## src/rtl/rtc_pkg.sv

```systemverilog
package rtc_pkg;

  typedef struct packed {
    logic [7:0] hh;
    logic [7:0] mm;
    logic [7:0] ss;
  } rtc_time_t;

  typedef struct packed {
    logic [7:0] yy;
    logic [7:0] mo;
    logic [7:0] dd;
  } rtc_date_t;

  localparam logic [31:0] START_KEY  = 32'hA5EB_1357;
  localparam logic [15:0] UNLOCK_KEY = 16'hA965;

  typedef enum logic [3:0] {
    IX_START  = 4'd0,
    IX_UNLOCK = 4'd1,
    IX_TIME   = 4'd2,
    IX_DATE   = 4'd3,
    IX_MODE   = 4'd4,
    IX_WDAY   = 4'd5,
    IX_ATIME  = 4'd6,
    IX_ADATE  = 4'd7,
    IX_LEAP   = 4'd8,
    IX_IEN    = 4'd9,
    IX_STAT   = 4'd10,
    IX_TSEL   = 4'd11
  } rtc_index_e;

  function automatic logic [7:0] bcd_inc(input logic [7:0] v);
    if (v[3:0] == 4'd9) return {v[7:4] + 4'd1, 4'd0};
    return {v[7:4], v[3:0] + 4'd1};
  endfunction

  function automatic logic is_leap(input logic [7:0] yy);
    if (yy[4]) return (yy[3:0] == 4'd2) || (yy[3:0] == 4'd6);
    return (yy[3:0] == 4'd0) || (yy[3:0] == 4'd4) || (yy[3:0] == 4'd8);
  endfunction

  function automatic logic [7:0] last_day(input logic [7:0] mo, input logic leap);
    case (mo)
      8'h02:                      return leap ? 8'h29 : 8'h28;
      8'h04, 8'h06, 8'h09, 8'h11: return 8'h30;
      default:                    return 8'h31;
    endcase
  endfunction

  function automatic logic [7:0] hour_12h(input logic [7:0] h);
    logic [4:0] b;
    logic [4:0] r;
    b = 5'(h[7:4]) * 5'd10 + 5'(h[3:0]);
    r = b - 5'd12;
    if (b == 5'd0) return 8'h12;
    if (b < 5'd12) return h;
    if (b == 5'd12) return 8'h32;
    if (r >= 5'd10) return {4'h3, 4'(r - 5'd10)};
    return {4'h2, r[3:0]};
  endfunction

endpackage

```

## src/rtl/rtc_key_gate.sv

```systemverilog
module rtc_key_gate #(
  parameter int WIN_CYCLES = 512
) (
  input  logic        clk,
  input  logic        rst_n,
  input  logic        start_wr,
  input  logic        unlock_wr,
  input  logic [31:0] wdata,
  output logic        started,
  output logic        win_open
);
  import rtc_pkg::*;

  localparam int CW = $clog2(WIN_CYCLES + 1);

  logic [CW-1:0] win_cnt;
  logic          key_hit;

  assign key_hit  = unlock_wr && started && (wdata[15:0] == UNLOCK_KEY);
  assign win_open = (win_cnt != '0);

  always_ff @(posedge clk or negedge rst_n) begin
    if (!rst_n) begin
      started <= 1'b0;
      win_cnt <= '0;
    end else begin
      if (start_wr && wdata == START_KEY) started <= 1'b1;
      if (key_hit)             win_cnt <= CW'(WIN_CYCLES);
      else if (win_cnt != '0)  win_cnt <= win_cnt - 1'b1;
    end
  end

  a_r3_open_needs_start: assert property (@(posedge clk) disable iff (!rst_n)
    win_open |-> started);
  a_r3_open_from_key: assert property (@(posedge clk) disable iff (!rst_n)
    $rose(win_open) |-> $past(unlock_wr && wdata[15:0] == UNLOCK_KEY));

endmodule

```

## src/rtl/rtc_timekeeper.sv

```systemverilog
module rtc_timekeeper #(
  parameter int SUB_DIV = 128
) (
  input  logic                clk,
  input  logic                rst_n,
  input  logic                run,
  input  logic                sub_pulse,
  input  logic [2:0]          tick_sel,
  input  logic                time_ld,
  input  logic                date_ld,
  input  logic                wday_ld,
  input  logic [23:0]         ld_data,
  output rtc_pkg::rtc_time_t  cur_time,
  output rtc_pkg::rtc_date_t  cur_date,
  output logic [2:0]          wday,
  output logic                adv,
  output logic                stepped,
  output logic                tick_stb
);
  import rtc_pkg::*;

  localparam int PW = $clog2(SUB_DIV);

  logic [PW-1:0] presc, presc_nx, tmask;
  rtc_time_t     nt;
  rtc_date_t     nd;
  logic          s_w, m_w, h_w, d_w, mo_w, day_c, mon_c;

  assign presc_nx = presc + 1'b1;
  assign tmask    = PW'((SUB_DIV >> tick_sel) - 1);
  assign adv      = run && sub_pulse && (presc == PW'(SUB_DIV - 1));

  always_comb begin
    s_w   = (cur_time.ss == 8'h59);
    m_w   = (cur_time.mm == 8'h59);
    h_w   = (cur_time.hh == 8'h23);
    d_w   = (cur_date.dd == last_day(cur_date.mo, is_leap(cur_date.yy)));
    mo_w  = (cur_date.mo == 8'h12);
    day_c = s_w && m_w && h_w;
    mon_c = day_c && d_w;
    nt.ss = s_w ? 8'h00 : bcd_inc(cur_time.ss);
    nt.mm = s_w ? (m_w ? 8'h00 : bcd_inc(cur_time.mm)) : cur_time.mm;
    nt.hh = (s_w && m_w) ? (h_w ? 8'h00 : bcd_inc(cur_time.hh)) : cur_time.hh;
    nd.dd = day_c ? (d_w ? 8'h01 : bcd_inc(cur_date.dd)) : cur_date.dd;
    nd.mo = mon_c ? (mo_w ? 8'h01 : bcd_inc(cur_date.mo)) : cur_date.mo;
    nd.yy = (mon_c && mo_w) ? ((cur_date.yy == 8'h99) ? 8'h00 : bcd_inc(cur_date.yy))
                            : cur_date.yy;
  end

  always_ff @(posedge clk or negedge rst_n) begin
    if (!rst_n) begin
      presc    <= '0;
      cur_time <= '0;
      cur_date <= 24'h050101;
      wday     <= 3'd6;
      stepped  <= 1'b0;
      tick_stb <= 1'b0;
    end else begin
      if (run && sub_pulse) presc <= presc_nx;
      tick_stb <= run && sub_pulse && ((presc_nx & tmask) == '0);
      stepped  <= adv && !time_ld && !date_ld;
      if (time_ld)  cur_time <= ld_data;
      else if (adv) cur_time <= nt;
      if (date_ld)  cur_date <= ld_data;
      else if (adv) cur_date <= nd;
      if (wday_ld)           wday <= ld_data[2:0];
      else if (adv && day_c) wday <= (wday >= 3'd6) ? 3'd0 : wday + 3'd1;
    end
  end

  a_r5_step_moves_time: assert property (@(posedge clk) disable iff (!rst_n)
    adv && !time_ld |=> cur_time != $past(cur_time));
  a_r2_idle_when_stopped: assert property (@(posedge clk) disable iff (!rst_n)
    !run && !time_ld |=> $stable(cur_time));
  a_r8_wday_range: assert property (@(posedge clk) disable iff (!rst_n)
    !wday_ld && wday <= 3'd6 |=> wday <= 3'd6);

endmodule

```

## src/rtl/rtc_irq.sv

```systemverilog
module rtc_irq (
  input  logic               clk,
  input  logic               rst_n,
  input  logic               stepped,
  input  logic               tick_stb,
  input  rtc_pkg::rtc_time_t cur_time,
  input  rtc_pkg::rtc_date_t cur_date,
  input  rtc_pkg::rtc_time_t alm_time,
  input  rtc_pkg::rtc_date_t alm_date,
  input  logic               clr_wr,
  input  logic [1:0]         clr_bits,
  input  logic [1:0]         irq_en,
  output logic [1:0]         flags,
  output logic               irq_alarm,
  output logic               irq_tick
);
  logic       hit;
  logic [1:0] clr;

  assign hit = stepped && (cur_time == alm_time) && (cur_date == alm_date);
  assign clr = clr_wr ? clr_bits : 2'b00;

  always_ff @(posedge clk or negedge rst_n) begin
    if (!rst_n) flags <= 2'b00;
    else begin
      flags[0] <= hit      | (flags[0] & ~clr[0]);
      flags[1] <= tick_stb | (flags[1] & ~clr[1]);
    end
  end

  assign irq_alarm = flags[0] & irq_en[0];
  assign irq_tick  = flags[1] & irq_en[1];

  a_r10_alarm_source: assert property (@(posedge clk) disable iff (!rst_n)
    $rose(flags[0]) |-> $past(stepped));
  a_r12_set_wins: assert property (@(posedge clk) disable iff (!rst_n)
    tick_stb |=> flags[1]);
  a_r12_clear_works: assert property (@(posedge clk) disable iff (!rst_n)
    clr_wr && clr_bits[1] && !tick_stb |=> !flags[1]);

endmodule

```

## src/rtl/rtc_bcd_calendar.sv

```systemverilog
module rtc_bcd_calendar #(
  parameter int SUB_DIV    = 128,
  parameter int WIN_CYCLES = 512
) (
  input  logic        clk,
  input  logic        rst_n,
  input  logic        sub_pulse,
  input  logic        reg_wr,
  input  logic [3:0]  reg_addr,
  input  logic [31:0] reg_wdata,
  output logic [31:0] reg_rdata,
  output logic        irq_alarm,
  output logic        irq_tick
);
  import rtc_pkg::*;

  logic       started, win_open, gwr;
  logic       mode24;
  logic [1:0] irq_en, flags;
  logic [2:0] tick_sel, wday;
  logic       adv, stepped, tick_stb;
  rtc_time_t  cur_time, alm_time;
  rtc_date_t  cur_date, alm_date;

  assign gwr = reg_wr && win_open;

  rtc_key_gate #(.WIN_CYCLES(WIN_CYCLES)) u_gate (
    .clk(clk), .rst_n(rst_n),
    .start_wr (reg_wr && reg_addr == IX_START),
    .unlock_wr(reg_wr && reg_addr == IX_UNLOCK),
    .wdata(reg_wdata), .started(started), .win_open(win_open)
  );

  rtc_timekeeper #(.SUB_DIV(SUB_DIV)) u_keep (
    .clk(clk), .rst_n(rst_n), .run(started), .sub_pulse(sub_pulse),
    .tick_sel(tick_sel),
    .time_ld(gwr && reg_addr == IX_TIME),
    .date_ld(gwr && reg_addr == IX_DATE),
    .wday_ld(gwr && reg_addr == IX_WDAY),
    .ld_data(reg_wdata[23:0]),
    .cur_time(cur_time), .cur_date(cur_date), .wday(wday),
    .adv(adv), .stepped(stepped), .tick_stb(tick_stb)
  );

  rtc_irq u_irq (
    .clk(clk), .rst_n(rst_n), .stepped(stepped), .tick_stb(tick_stb),
    .cur_time(cur_time), .cur_date(cur_date),
    .alm_time(alm_time), .alm_date(alm_date),
    .clr_wr(reg_wr && reg_addr == IX_STAT), .clr_bits(reg_wdata[1:0]),
    .irq_en(irq_en), .flags(flags),
    .irq_alarm(irq_alarm), .irq_tick(irq_tick)
  );

  always_ff @(posedge clk or negedge rst_n) begin
    if (!rst_n) begin
      mode24   <= 1'b1;
      alm_time <= '0;
      alm_date <= '0;
      irq_en   <= 2'b00;
      tick_sel <= 3'd0;
    end else if (gwr) begin
      case (reg_addr)
        IX_MODE:  mode24   <= reg_wdata[0];
        IX_ATIME: alm_time <= reg_wdata[23:0];
        IX_ADATE: alm_date <= reg_wdata[23:0];
        IX_IEN:   irq_en   <= reg_wdata[1:0];
        IX_TSEL:  tick_sel <= reg_wdata[2:0];
        default:  ;
      endcase
    end
  end

  always_comb begin
    reg_rdata = '0;
    case (reg_addr)
      IX_START:  reg_rdata[0]     = started;
      IX_UNLOCK: reg_rdata[16]    = win_open;
      IX_TIME:   reg_rdata[23:0]  = {mode24 ? cur_time.hh : hour_12h(cur_time.hh),
                                     cur_time.mm, cur_time.ss};
      IX_DATE:   reg_rdata[23:0]  = cur_date;
      IX_MODE:   reg_rdata[0]     = mode24;
      IX_WDAY:   reg_rdata[2:0]   = wday;
      IX_ATIME:  reg_rdata[23:0]  = alm_time;
      IX_ADATE:  reg_rdata[23:0]  = alm_date;
      IX_LEAP:   reg_rdata[0]     = is_leap(cur_date.yy);
      IX_IEN:    reg_rdata[1:0]   = irq_en;
      IX_STAT:   reg_rdata[1:0]   = flags;
      IX_TSEL:   reg_rdata[2:0]   = tick_sel;
      default:   reg_rdata        = '0;
    endcase
  end

  a_r3_closed_write_ignored: assert property (@(posedge clk) disable iff (!rst_n)
    reg_wr && !win_open && reg_addr == IX_TIME && !adv |=> $stable(cur_time));
  a_r12_irq_needs_enable: assert property (@(posedge clk) disable iff (!rst_n)
    irq_tick |-> irq_en[1]);

endmodule

```

## config.mk

```make
export PLATFORM = sky130hd
export DESIGN_NAME = rtc_bcd_calendar
export DESIGN_NICKNAME = d
export VERILOG_FILES = /design/src/rtl/rtc_pkg.sv /design/src/rtl/rtc_key_gate.sv /design/src/rtl/rtc_timekeeper.sv /design/src/rtl/rtc_irq.sv /design/src/rtl/rtc_bcd_calendar.sv
export SDC_FILE = /design/constraint.sdc
export NUM_CORES = 1
export LEC_CHECK = 0
export ABC_AREA = 0
export BUFFER_PORTS_ARGS = -buffer_cell sky130_fd_sc_hd__buf_2
export CAP_MARGIN = 20
export CORE_MARGIN = 2
export CORE_UTILIZATION = 55
export DETAILED_ROUTE_END_ITERATION = 10
export GPL_ROUTABILITY_DRIVEN = 0
export PLACE_DENSITY = 0.77
export SLEW_MARGIN = 20
export SYNTH_ARGS = -nofsm -noshare
export SYNTH_HDL_FRONTEND = slang
export SYNTH_SLANG_ARGS = --single-unit
```

## constraint.sdc

```tcl
create_clock -name clk -period 2.45 [get_ports clk]
set_input_delay 0.1225 -clock clk [delete_from_list [all_inputs] [get_ports clk]]
set_output_delay 0.1225 -clock clk [all_outputs]
set_load 0.005 [all_outputs]
```

==> impl_results.md, run 1 <==
* Drt wl/cell at 22.7 um
* CTS max path bufs at 2
* Fin crit share at 1.24
* Max-cap violations at 0
* Core ar. at 0.0153 mm^2
* DP HPWL at 20.7 mm
* Buffers on Ports at 65
* Mapped cell area at 0.00868 mm^2
* Final Total Pwr at 9.09 mW
* Drt pass-1 iters at 6
* Status: finished, violations left
* Total CTS buffers at 17
* Initial antenna violation count at 1
* Yosys warns at 0
* Synthesized area per cell at 8.98 um^2
* Worst skew pair latency at 0.44 ns
* Area added between synthesis and finish at 29.6%
* Fin. max-slew vios at 0
* Clock sinks at 127
* Final setup vio count at 28
* Vias per Instance at 6.58
* H-tree depth at 4
* Global-route wire length before repair at 46.5 mm
* Pwr Density at 808 mW/mm^2
* Main flop type after synthesis: dfrtp_1
* Slew HR at 0.334
* Worst hold path type: in2reg
* Share of cells above drive strength 1 at 0.324
* Crit path from: u_keep.cur_time[17]$_DFFE_PN0P_
* Slew @ Worst Pin at 0.989 ns
* Die footprint at 0.0168 mm^2
* Placed cells at 1295
* FF-to-FF Start: u_keep.cur_date[13]$_DFFE_PN0P_
* Non-Filler Instances at 1353
* Post-Layout Inst Area at 0.0113 mm^2
* CP endpoint kind: output port
* Synth unique cells at 80
* Cell row count at 45
* Initial Util at 0.567
* Unrepaired setup endpoints after global routing: true
* IO Count at 74
* Post-synth EDFFs at 0
* Required @ worst endpoint at 2.33 ns
* Height of the die at 130 um
* Fin worst setup slack at -0.577 ns
* Clock-pin slew on the worst setup and hold paths at 0.06 ns
* Hold path start: reg_wdata[22]
* VDD IR max at 0.555 mV
* Root buffer cell: clkbuf_16
* Total track usage at 0.364
* Util after Layout at 0.735
* Iter 0 DRT Violations at 1092
* Synth Instances at 967
* Overflow after GRT at 0
* Fmax at 330 MHz
* Vias in the first global route at 8447
* CTS tree: yes
* Pleak at 4.91 nW
* Final Hold Viols at 0
* Seq/Total Area, Yosys at 0.367
* Antenna diode count at 0
* CP max FO at 5
* Critical path class: reg2out
* Fill cells at 1070
* Arr. time, crit path at 2.90 ns
* Asr flop ratio synth at 1.00
* Min cycle time layout at 3.03 ns
* Total wire length at 30.7 mm
* Nets at 1206
* Number of synthesized register bits at 127
* Clk_skew at 0.0101 ns
* Post-DP Area at 0.00997 mm^2
* Largest net degree at the start of global routing at 57
* Die width at 130 um
* Final ANT Viol Nets at 0
* # DRC at 0
* Vias at 8905
* CP Launch Type: flop
* Failing checks: negative setup slack
==> cells in the final DEF, fill, tap and decap left out, types with 6 or more instances in the layout <==
master	instances
a31oi_1	15
a21oi_2	10
nand4_1	17
a22oi_1	24
o21ai_1	11
nor2_1	58
o22ai_1	7
buf_2	64
dfstp_2	7
mux2i_1	6
and2_1	8
a222oi_1	8
o21a_1	6
nand3_2	7
dfrtp_1	116
buf_4	110
bufinv_16	6
a22o_1	7
xor2_1	19
xnor2_1	34
nor3_1	29
conb_1	8
o21ai_0	42
inv_1	39
nand3b_1	10
clkbuf_16	17
nor4_1	11
ha_1	28
nand2_1	96
mux2_2	56
buf_6	10
nand3_1	30
buf_12	8
and3_1	9
dlygate4sd3_1	9
a21oi_1	44
ha_4	7
==> critical path: stages (launching register included) <==
cell,delay [ns]
dfrtp_1,0.41
ha_4,0.16
inv_2,0.03
fa_2,0.57
buf_6,0.12
ha_2,0.21
nand3_2,0.09
buf_4,0.16
a21oi_1,0.16
buf_4,0.17
o22ai_1,0.08
o21ai_1,0.18
buf_2,0.14
==> worst paths after layout <==
path | depth (start not counted) | endpoint | slack, ns
max | 12 | reg_rdata[17] | -0.58
min | 2 | alm_date[22]$_DFFE_PN0P_ | 0.02
max reg2reg | 11 | u_keep.cur_date[22]$_DFFE_PN0P_ | -0.33
min reg2reg | 1 | u_irq.flags[1]$_DFF_PN0_ | 0.44
max in group asynchronous | 3 | u_keep.cur_date[0]$_DFFE_PN1P_ | 1.38
min in group asynchronous | 2 | alm_date[21]$_DFFE_PN0P_ | 0.32
==> flip-flops by register name, indices dropped and copies added (netlist names) <==
register	flops
u_gate.started	1
alm_date	24
tick_sel	3
u_keep.wday	3
mode24	1
u_keep.cur_time	24
u_keep.tick_stb	1
u_keep.presc	7
u_keep.stepped	1
u_keep.cur_date	24
u_gate.win_cnt	10
alm_time	24
u_irq.flags	2
irq_en	2
==> area by class of cell <==
type,instances,area [um^2],area share
tap,211,264,0.0235
clock inverter,15,243,0.0216
timing repair buffer,201,1510,0.134
clock buffer,17,425,0.0378
multi-input combinational,738,5450,0.484
sequential,127,3190,0.284
inverter,44,168,0.0149
==> synthesized netlist by cell type (15+ instances only) <==
cell / n / share of area
a21oi_1: 53 / 0.031
a22oi_1: 25 / 0.022
a31oi_1: 16 / 0.012
clkbuf_1: 40 / 0.017
dfrtp_1: 120 / 0.35
ha_1: 36 / 0.052
inv_1: 44 / 0.019
mux2_2: 56 / 0.073
nand2_1: 97 / 0.042
nand3_1: 37 / 0.021
nand4_1: 17 / 0.012
nor2_1: 62 / 0.027
nor3_1: 29 / 0.017
nor4_1: 15 / 0.011
o21ai_0: 50 / 0.029
xnor2_1: 35 / 0.035
xor2_1: 21 / 0.021
==> metrics by stage <==
step	worst slack [ns]	setup TNS (ns)	hold WS [ns]
floorplan	-0.0514	-0.292	-0.173
global placement	-0.0886	-0.550	0.239
detailed placement	-0.159	-1.93	0.247
CTS	-0.490	-4.06	0.0183
global route	-0.658	-9.70	0.0275
finish	-0.577	-7.22	0.0187
==> metal layers <==
layer,up-vias,global-route usage,wire length [um]
met4,2,0.152,1500
met2,582,0.575,14200
met1,4331,0.470,11700
met5,-,0,12
met3,144,0.106,3320
li1,3846,-,-
==> where the power goes <==
group	internal, mW	total [mW]	switching, mW
combinational	1.54	3.22	1.68
sequential	2.49	2.93	0.438
clock	1.90	2.94	1.04
==> timing repair <==
action,in CTS,in global routing
gates resized for setup,51,34
endpoints found under the setup margin,30,37
hold buffers,9,0
buffers inserted,10,7
hold endpoints to repair,56,0
pin swaps,45,25
==> cells by family (layout without fill, tap and decap cells) <==
group,count (synthesis),after routing,share of synthesized area
and+or+nand+nor,342,342,0.205
AOI/OAI and AO/OA,231,231,0.176
DFF,127,127,0.367
buffers and inverters,109,277,0.0562
muxes,63,63,0.0822
xor gates and xnor gates,57,57,0.0591
adders and majority gates,37,37,0.0542
other,1,8,0.000432
Note: power is estimated with default switching activity, not from simulation.
==> run 2: changes to the inputs <==
--- a/config.mk
+++ b/config.mk
@@ -8,11 +8,13 @@
 export ABC_AREA = 0
 export BUFFER_PORTS_ARGS = -buffer_cell sky130_fd_sc_hd__buf_2
 export CAP_MARGIN = 20
+export CELL_PAD_IN_SITES_DETAIL_PLACEMENT = 1
+export CELL_PAD_IN_SITES_GLOBAL_PLACEMENT = 1
 export CORE_MARGIN = 2
-export CORE_UTILIZATION = 55
+export CORE_UTILIZATION = 42
 export DETAILED_ROUTE_END_ITERATION = 10
 export GPL_ROUTABILITY_DRIVEN = 0
-export PLACE_DENSITY = 0.77
+export PLACE_DENSITY_LB_ADDON = 0.1
 export SLEW_MARGIN = 20
 export SYNTH_ARGS = -nofsm -noshare
 export SYNTH_HDL_FRONTEND = slang
==> run 2 against run 1 <==
Effect of this change:
- the run still ends with negative setup slack left
- clock power is 8.5% lower
- final cell count is 6.1% higher
- first-iteration DRC count is 46% lower
- core utilization is 16 points lower
- setup slack better by 0.0082 ns
- sequential power hardly changed
- combinational power is 6% higher
- clock-buffer cell count is 1 higher
- global-route usage is 4.4 points lower
- power is 0.24% lower
- critical path depth is 1 lower
- critical endpoint is now reg_rdata[19]
- largest cell class unchanged
- largest power group unchanged
==> impl_results.md, run 2 (same netlist as run 1, synthesis figures left out) <==
* Cell row count at 52 (was 45)
* Initial Util at 0.429 (was 0.567)
* CP Cell Sequence: ha_4 > ha_4 > xor2_4 > inv_2 > ha_4 > xnor3_1 > or2_4 > nand3b_1 > a211o_1 > o311ai_1 > buf_2 (was ha_4 > inv_2 > fa_2 > buf_6 > ha_2 > nand3_2 > buf_4 > a21oi_1 > buf_4 > o22ai_1 > o21ai_1 > buf_2)
* FF-to-FF End: u_keep.cur_date[3]$_DFFE_PN0P_ (was u_keep.cur_date[22]$_DFFE_PN0P_)
* CTS tree: yes (unchanged)
* DP HPWL at 24.7 mm (was 20.7 mm)
* CP max FO at 3 (was 5)
* Nets at 1230 (was 1206)
* Worst hold path type: in2reg (unchanged)
* Slew HR at 0.390 (was 0.334)
* Worst Hold Endpoint: u_keep.cur_date[21]$_DFFE_PN0P_ (was alm_date[22]$_DFFE_PN0P_)
* Total CTS buffers at 17 (unchanged)
* Final Total Pwr at 9.07 mW (was 9.09 mW)
* Slew @ Worst Pin at 0.906 ns (was 0.989 ns)
* Fill cells at 2259 (was 1070)
* Fmax at 331 MHz (was 330 MHz)
* Drt pass-1 iters at 5 (was 6)
* Share of cells above drive strength 1 at 0.364 (was 0.324)
* Vias at 8775 (was 8905)
* Crit-path slowest cell: dfrtp_2 (was fa_2)
* Biggest cell delay along the critical path at 0.45 ns (was 0.57 ns)
* Total wire length at 35.3 mm (was 30.7 mm)
* Commonest non-fill, non-tap cell in the layout: buf_4 (was dfrtp_1)
* Fin worst setup slack at -0.569 ns (was -0.577 ns)
* Final ANT Viol Nets at 0 (unchanged)
* Overflow after GRT at 0 (unchanged)
* Arr. time, crit path at 2.90 ns (about the same)
* Worst skew pair latency at 0.43 ns (was 0.44 ns)
* Status: finished, violations left (unchanged)
* Flop-to-flop setup slack at -0.21 ns (was -0.33 ns)
* Worst path top cell family by delay: adder cells (unchanged)
* Clock-pin slew on the worst setup and hold paths at 0.07 ns (was 0.06 ns)
* Fin. max-slew vios at 0 (unchanged)
* Initial antenna violation count at 1 (unchanged)
* Area added between synthesis and finish at 34.9% (was 29.6%)
* Non-Filler Instances at 1436 (was 1353)
* CP Launch Type: flop (unchanged)
* H-tree depth at 4 (unchanged)
* Critical path class: reg2out (unchanged)
* Most frequent CP cell: ha_4 (was buf_4)
* Vias per Instance at 6.11 (was 6.58)
* Iter 0 DRT Violations at 588 (was 1092)
* Root buffer cell: clkbuf_16 (unchanged)
* Fin crit share at 1.23 (was 1.24)
* Core ar. at 0.0202 mm^2 (was 0.0153 mm^2)
* Worst hold slack at 0.0128 ns (was 0.0187 ns)
* FF-to-FF Start: u_keep.cur_time[1]$_DFFE_PN0P_ (was u_keep.cur_date[13]$_DFFE_PN0P_)
* # DRC at 0 (unchanged)
* Antenna diode count at 0 (unchanged)
* Buf/Inv on CP at 2 (was 5)
* Hold path start: reg_wdata[21] (was reg_wdata[22])
* Vias in the first global route at 9076 (was 8447)
* Min cycle time layout at 3.02 ns (was 3.03 ns)
* VDD IR max at 0.439 mV (was 0.555 mV)
* Die width at 148 um (was 130 um)
* Hold depth at 3 (was 2)
* FF-to-FF path depth at 10 (was 11)
* Pwr Density at 774 mW/mm^2 (was 808 mW/mm^2)
* Commonest cells after routing, fill and taps aside: 128 x buf_4, 118 x dfrtp_1, 94 x nand2_1 (was 116 x dfrtp_1, 110 x buf_4, 96 x nand2_1)
* Clk_skew at 0.0135 ns (was 0.0101 ns)
* Required @ worst endpoint at 2.33 ns (about the same)
* Largest net degree at the start of global routing at 46 (was 57)
* Die footprint at 0.0218 mm^2 (was 0.0168 mm^2)
* Unrepaired setup endpoints after global routing: true (unchanged)
* Clock sinks at 127 (unchanged)
* Height of the die at 148 um (was 130 um)
* Setup slack after placement at -0.192 ns (was -0.159 ns)
* Drt wl/cell at 24.6 um (was 22.7 um)
* Crit path from: u_keep.cur_time[20]$_DFFE_PN0P_ (was u_keep.cur_time[17]$_DFFE_PN0P_)
* Total track usage at 0.320 (was 0.364)
* CP endpoint kind: output port (unchanged)
* Final setup vio count at 29 (was 28)
* Pleak at 5.06 nW (was 4.91 nW)
* Global-route wire length before repair at 52.9 mm (was 46.5 mm)
* Final Hold Viols at 0 (unchanged)
* IO Count at 74 (unchanged)
* Failing checks: negative setup slack (unchanged)
* CTS max path bufs at 2 (unchanged)
* Max-cap violations at 0 (unchanged)
* Placed cells at 1377 (was 1295)
* Buffers on Ports at 65 (unchanged)
run 2: cell count changes in the layout (fill, tap and decap cells not counted), moves of 4 or more:
cell / previous run / this run
o21ai_1: 11 / 18
nor2_1: 58 / 54
nor3_1: 29 / 23
nor3_4: 3 / 7
inv_6: 0 / 5
o21ai_2: 1 / 5
buf_4: 110 / 128
nor2_4: 3 / 7
o21ai_0: 42 / 34
clkinv_2: 4 / 0
bufinv_16: 6 / 2
buf_6: 10 / 21
run 2: per-stage QoR:
stage	TNS, ns	cell area [um^2]	utilization
global route	-9.01	11700	0.579
finish	-5.42	11700	0.579
detailed placement	-2.41	10200	0.503
global placement	-0.999	10200	0.503
floorplan	-0.292	8790	-
CTS	-4.73	11300	0.558
run 2: worst min-delay path, delay by kind of cell:
kind	cells	cell delay, ns
buffers and inverters	1	0.15
and+or+nand+nor	1	0.08
AOI/OAI and AO/OA	1	0.06
run 2: report_power, final:
group | leakage (nW) | internal, mW | switching, mW
logic | 3.23 | 1.62 | 1.80
registers | 1.54 | 2.49 | 0.461
clock network | 0.296 | 1.56 | 1.13
run 2: final cells by class:
class,count,area (um^2),share of cell area
clock buffer,18,439,0.0375
clock inverter,14,169,0.0144
inverter,44,168,0.0143
multi-input combinational,738,5710,0.488
sequential,127,3190,0.272
tap,270,338,0.0289
timing repair buffer,225,1690,0.145
run 2: per-layer routing:
layer,up-vias,global-route usage,wire length [um]
li1,3887,-,-
met1,4525,0.429,15100
met2,298,0.523,17000
met3,63,0.0571,2080
met4,2,0.110,1050
met5,-,0,13
run 2: how the worst max path moves through the flow:
stage	endpoint	cells past startpoint
after floorplan	u_keep.cur_date[20]$_DFFE_PN0P_	10
after global placement	reg_rdata[19]	10
after detailed placement	reg_rdata[19]	11
after CTS	reg_rdata[19]	10
after global routing	reg_rdata[19]	11
final	reg_rdata[19]	11
run 2: timing repair:
action,4_1_cts,5_1_grt
setup endpoints to repair,33,46
hold buffers,6,0
buffers inserted,17,11
pin swaps,50,41
gates resized for setup,75,79
endpoints found under the hold margin,77,0
==> run 3: changes to the inputs <==
--- a/config.mk
+++ b/config.mk
@@ -14,6 +14,7 @@
 export CORE_UTILIZATION = 42
 export DETAILED_ROUTE_END_ITERATION = 10
 export GPL_ROUTABILITY_DRIVEN = 0
+export GPL_TIMING_DRIVEN = 0
 export PLACE_DENSITY_LB_ADDON = 0.1
 export SLEW_MARGIN = 20
 export SYNTH_ARGS = -nofsm -noshare
==> run 3 against run 2 <==
Effect of this change:
- the flow still finishes with violations (negative setup slack)
- register-to-register slack got worse by 0.21 ns
- critical path type unchanged
- final area down 1.9%
- final cell count fell by 1.5%
- die area did not move
- fmax down 4.4%
- power is 3.9% lower
==> impl_results.md, run 3 (same netlist as run 1, synthesis figures left out) <==
* Fin. max-slew vios at 0 (unchanged)
* Setup slack after placement at -0.992 ns (was -0.192 ns)
* Drt pass-1 iters at 6 (was 5)
* Arr. time, crit path at 3.04 ns (was 2.90 ns)
* Global-route wire length before repair at 53.1 mm (was 52.9 mm)
* Iter 0 DRT Violations at 704 (was 588)
* Fmax at 317 MHz (was 331 MHz)
* CTS max path bufs at 2 (unchanged)
* Largest net degree at the start of global routing at 83 (was 46)
* Commonest cells after routing, fill and taps aside: 105 x dfrtp_1, 90 x nand2_1, 78 x buf_4 (was 128 x buf_4, 118 x dfrtp_1, 94 x nand2_1)
* Final Hold Viols at 0 (unchanged)
* Worst skew pair latency at 0.44 ns (was 0.43 ns)
* Status: finished, violations left (unchanged)
* IO Count at 74 (unchanged)
* Buffers on Ports at 62 (was 65)
* CP Launch Type: flop (unchanged)
* VDD IR max at 0.463 mV (was 0.439 mV)
* Total track usage at 0.324 (was 0.320)
* Vias in the first global route at 8914 (was 9076)
* Final Total Pwr at 8.71 mW (was 9.07 mW)
* Nets at 1209 (was 1230)
* Die footprint at 0.0218 mm^2 (unchanged)
* Drt wl/cell at 25.6 um (was 24.6 um)
* Slew HR at 0.359 (was 0.390)
* Util after Layout at 0.568 (was 0.579)
* FF-to-FF path depth at 11 (was 10)
* Biggest cell delay along the critical path at 0.46 ns (was 0.45 ns)
* Overflow after GRT at 0 (unchanged)
* Failing checks: negative setup slack (unchanged)
* CTS tree: yes (unchanged)
* Initial Util at 0.429 (unchanged)
* Min cycle time layout at 3.16 ns (was 3.02 ns)
* Cell row count at 52 (unchanged)
* Root buffer cell: clkbuf_16 (unchanged)
* Max-cap violations at 0 (unchanged)
* Height of the die at 148 um (unchanged)
* Worst hold path type: in2reg (unchanged)
* FF-to-FF Start: u_keep.cur_time[22]$_DFFE_PN0P_ (was u_keep.cur_time[1]$_DFFE_PN0P_)
* Worst hold slack at 0.0251 ns (was 0.0128 ns)
* FF-to-FF End: u_keep.cur_date[23]$_DFFE_PN0P_ (was u_keep.cur_date[3]$_DFFE_PN0P_)
* Required @ worst endpoint at 2.33 ns (about the same)
* Crit-path slowest cell: dfrtp_2 (unchanged)
* Die width at 148 um (unchanged)
* Vias per Instance at 6.22 (was 6.11)
* Post-DP Area at 0.00949 mm^2 (was 0.0102 mm^2)
* Final setup vio count at 31 (was 29)
* Area added between synthesis and finish at 32.3% (was 34.9%)
* Initial antenna violation count at 0 (was 1)
* Post-Layout Inst Area at 0.0115 mm^2 (was 0.0117 mm^2)
* Flop-to-flop setup slack at -0.42 ns (was -0.21 ns)
* Vias at 8803 (was 8775)
* Crit path from: u_keep.cur_time[20]$_DFFE_PN0P_ (unchanged)
* CP endpoint kind: output port (unchanged)
* CP Cell Sequence: ha_4 > inv_2 > fa_2 > xor2_4 > buf_4 > ha_2 > a21oi_1 > o21a_1 > o21bai_4 > a211o_1 > o311ai_2 > buf_2 (was ha_4 > ha_4 > xor2_4 > inv_2 > ha_4 > xnor3_1 > or2_4 > nand3b_1 > a211o_1 > o311ai_1 > buf_2)
* Worst setup path end: reg_rdata[19] (unchanged)
* Unrepaired setup endpoints after global routing: true (unchanged)
* Pleak at 4.86 nW (was 5.06 nW)
* Commonest non-fill, non-tap cell in the layout: dfrtp_1 (was buf_4)
* Clk_skew at 0.0129 ns (was 0.0135 ns)
* Antenna diode count at 0 (unchanged)
* DP HPWL at 23.6 mm (was 24.7 mm)
* Clock sinks at 127 (unchanged)
* Total CTS buffers at 17 (unchanged)
* H-tree depth at 4 (unchanged)
* Fin worst setup slack at -0.709 ns (was -0.569 ns)
* Clock-pin slew on the worst setup and hold paths at 0.06 ns (was 0.07 ns)
* Critical path class: reg2out (unchanged)
* # DRC at 0 (unchanged)
* Share of cells above drive strength 1 at 0.356 (was 0.364)
* Final ANT Viol Nets at 0 (unchanged)
* Core ar. at 0.0202 mm^2 (unchanged)
* Fin crit share at 1.29 (was 1.23)
* Pwr Density at 759 mW/mm^2 (was 774 mW/mm^2)
* Slew @ Worst Pin at 0.952 ns (was 0.906 ns)
* Total wire length at 36.2 mm (was 35.3 mm)
* CP max FO at 5 (was 3)
==> run 3: cell count changes in the layout (fill, tap and decap cells not counted), moves of 5 or more <==
cell / before / now
buf_4: 128 / 78
clkbuf_1: 0 / 12
clkbuf_2: 0 / 11
clkbuf_4: 0 / 5
dfrtp_1: 118 / 105
dfrtp_2: 2 / 15
o21ai_1: 18 / 13
==> run 3: how the worst min path moves through the flow <==
stage / end / slack, ns / depth (start not counted) / from
6_report: u_keep.cur_date[22]$_DFFE_PN0P_ / 0.03 / 3 / reg_wdata[22]
5_1_grt: alm_time[6]$_DFFE_PN0P_ / 0.03 / 2 / reg_wdata[6]
4_1_cts: u_keep.cur_date[6]$_DFFE_PN0P_ / 0.01 / 3 / reg_wdata[6]
3_5_place_dp: u_keep.cur_date[21]$_DFFE_PN0P_ / 0.06 / 1 / rst_n
3_3_place_gp: u_keep.cur_date[18]$_DFFE_PN1P_ / 0.40 / 3 / reg_wdata[18]
2_1_floorplan: alm_date[0]$_DFFE_PN0P_ / -0.17 / 0 / rst_n
==> run 3: per-layer routing <==
metal  track usage  vias up  wire, um
met5             0        -        30
met4         0.126        2      1290
met3        0.0630       93      2480
met2         0.530      382     17200
met1         0.426     4477     15200
li1              -     3849         -
==> run 3: final cells by class <==
class	instances	area, um^2
fill	2295	8750
multi-input combinational	738	5740
sequential	127	3210
timing repair buffer	154	1120
clock buffer	18	429
buffer	50	350
tap	270	338
inverter	44	165
clock inverter	14	133
==> run 3: where the power goes <==
part           internal (mW)  switching, mW
Combinational           1.48           1.67
Clock                   1.41           1.10
Sequential              2.50          0.557
==> run 3: through the flow <==
step	cells	setup TNS, ns
final	1415	-9.79
after global routing	1415	-11.91
after CTS	1401	-7.10
after detailed placement	1307	-91.40
after global placement	1306	-165.25
after floorplan	974	-0.292
==> run 3: worst max-delay path: cells and delay by family, from the launching register on <==
family | cells | cell delay, ns
adder cells (fa/ha/maj) | 3 | 0.72
AO/OA/AOI/OAI | 5 | 0.84
flip-flops | 1 | 0.46
XOR/XNOR | 1 | 0.20
buffers and inverters | 3 | 0.38
==> run 3: repair_timing <==
action / CTS / global route
pin swaps: 58 / 27
endpoints found under the setup margin: 132 / 100
buffers inserted: 58 / 23
endpoints found under the hold margin: 53 / 0
gates cloned: 2 / 0
hold buffers: 8 / 0
resized for setup: 141 / 78
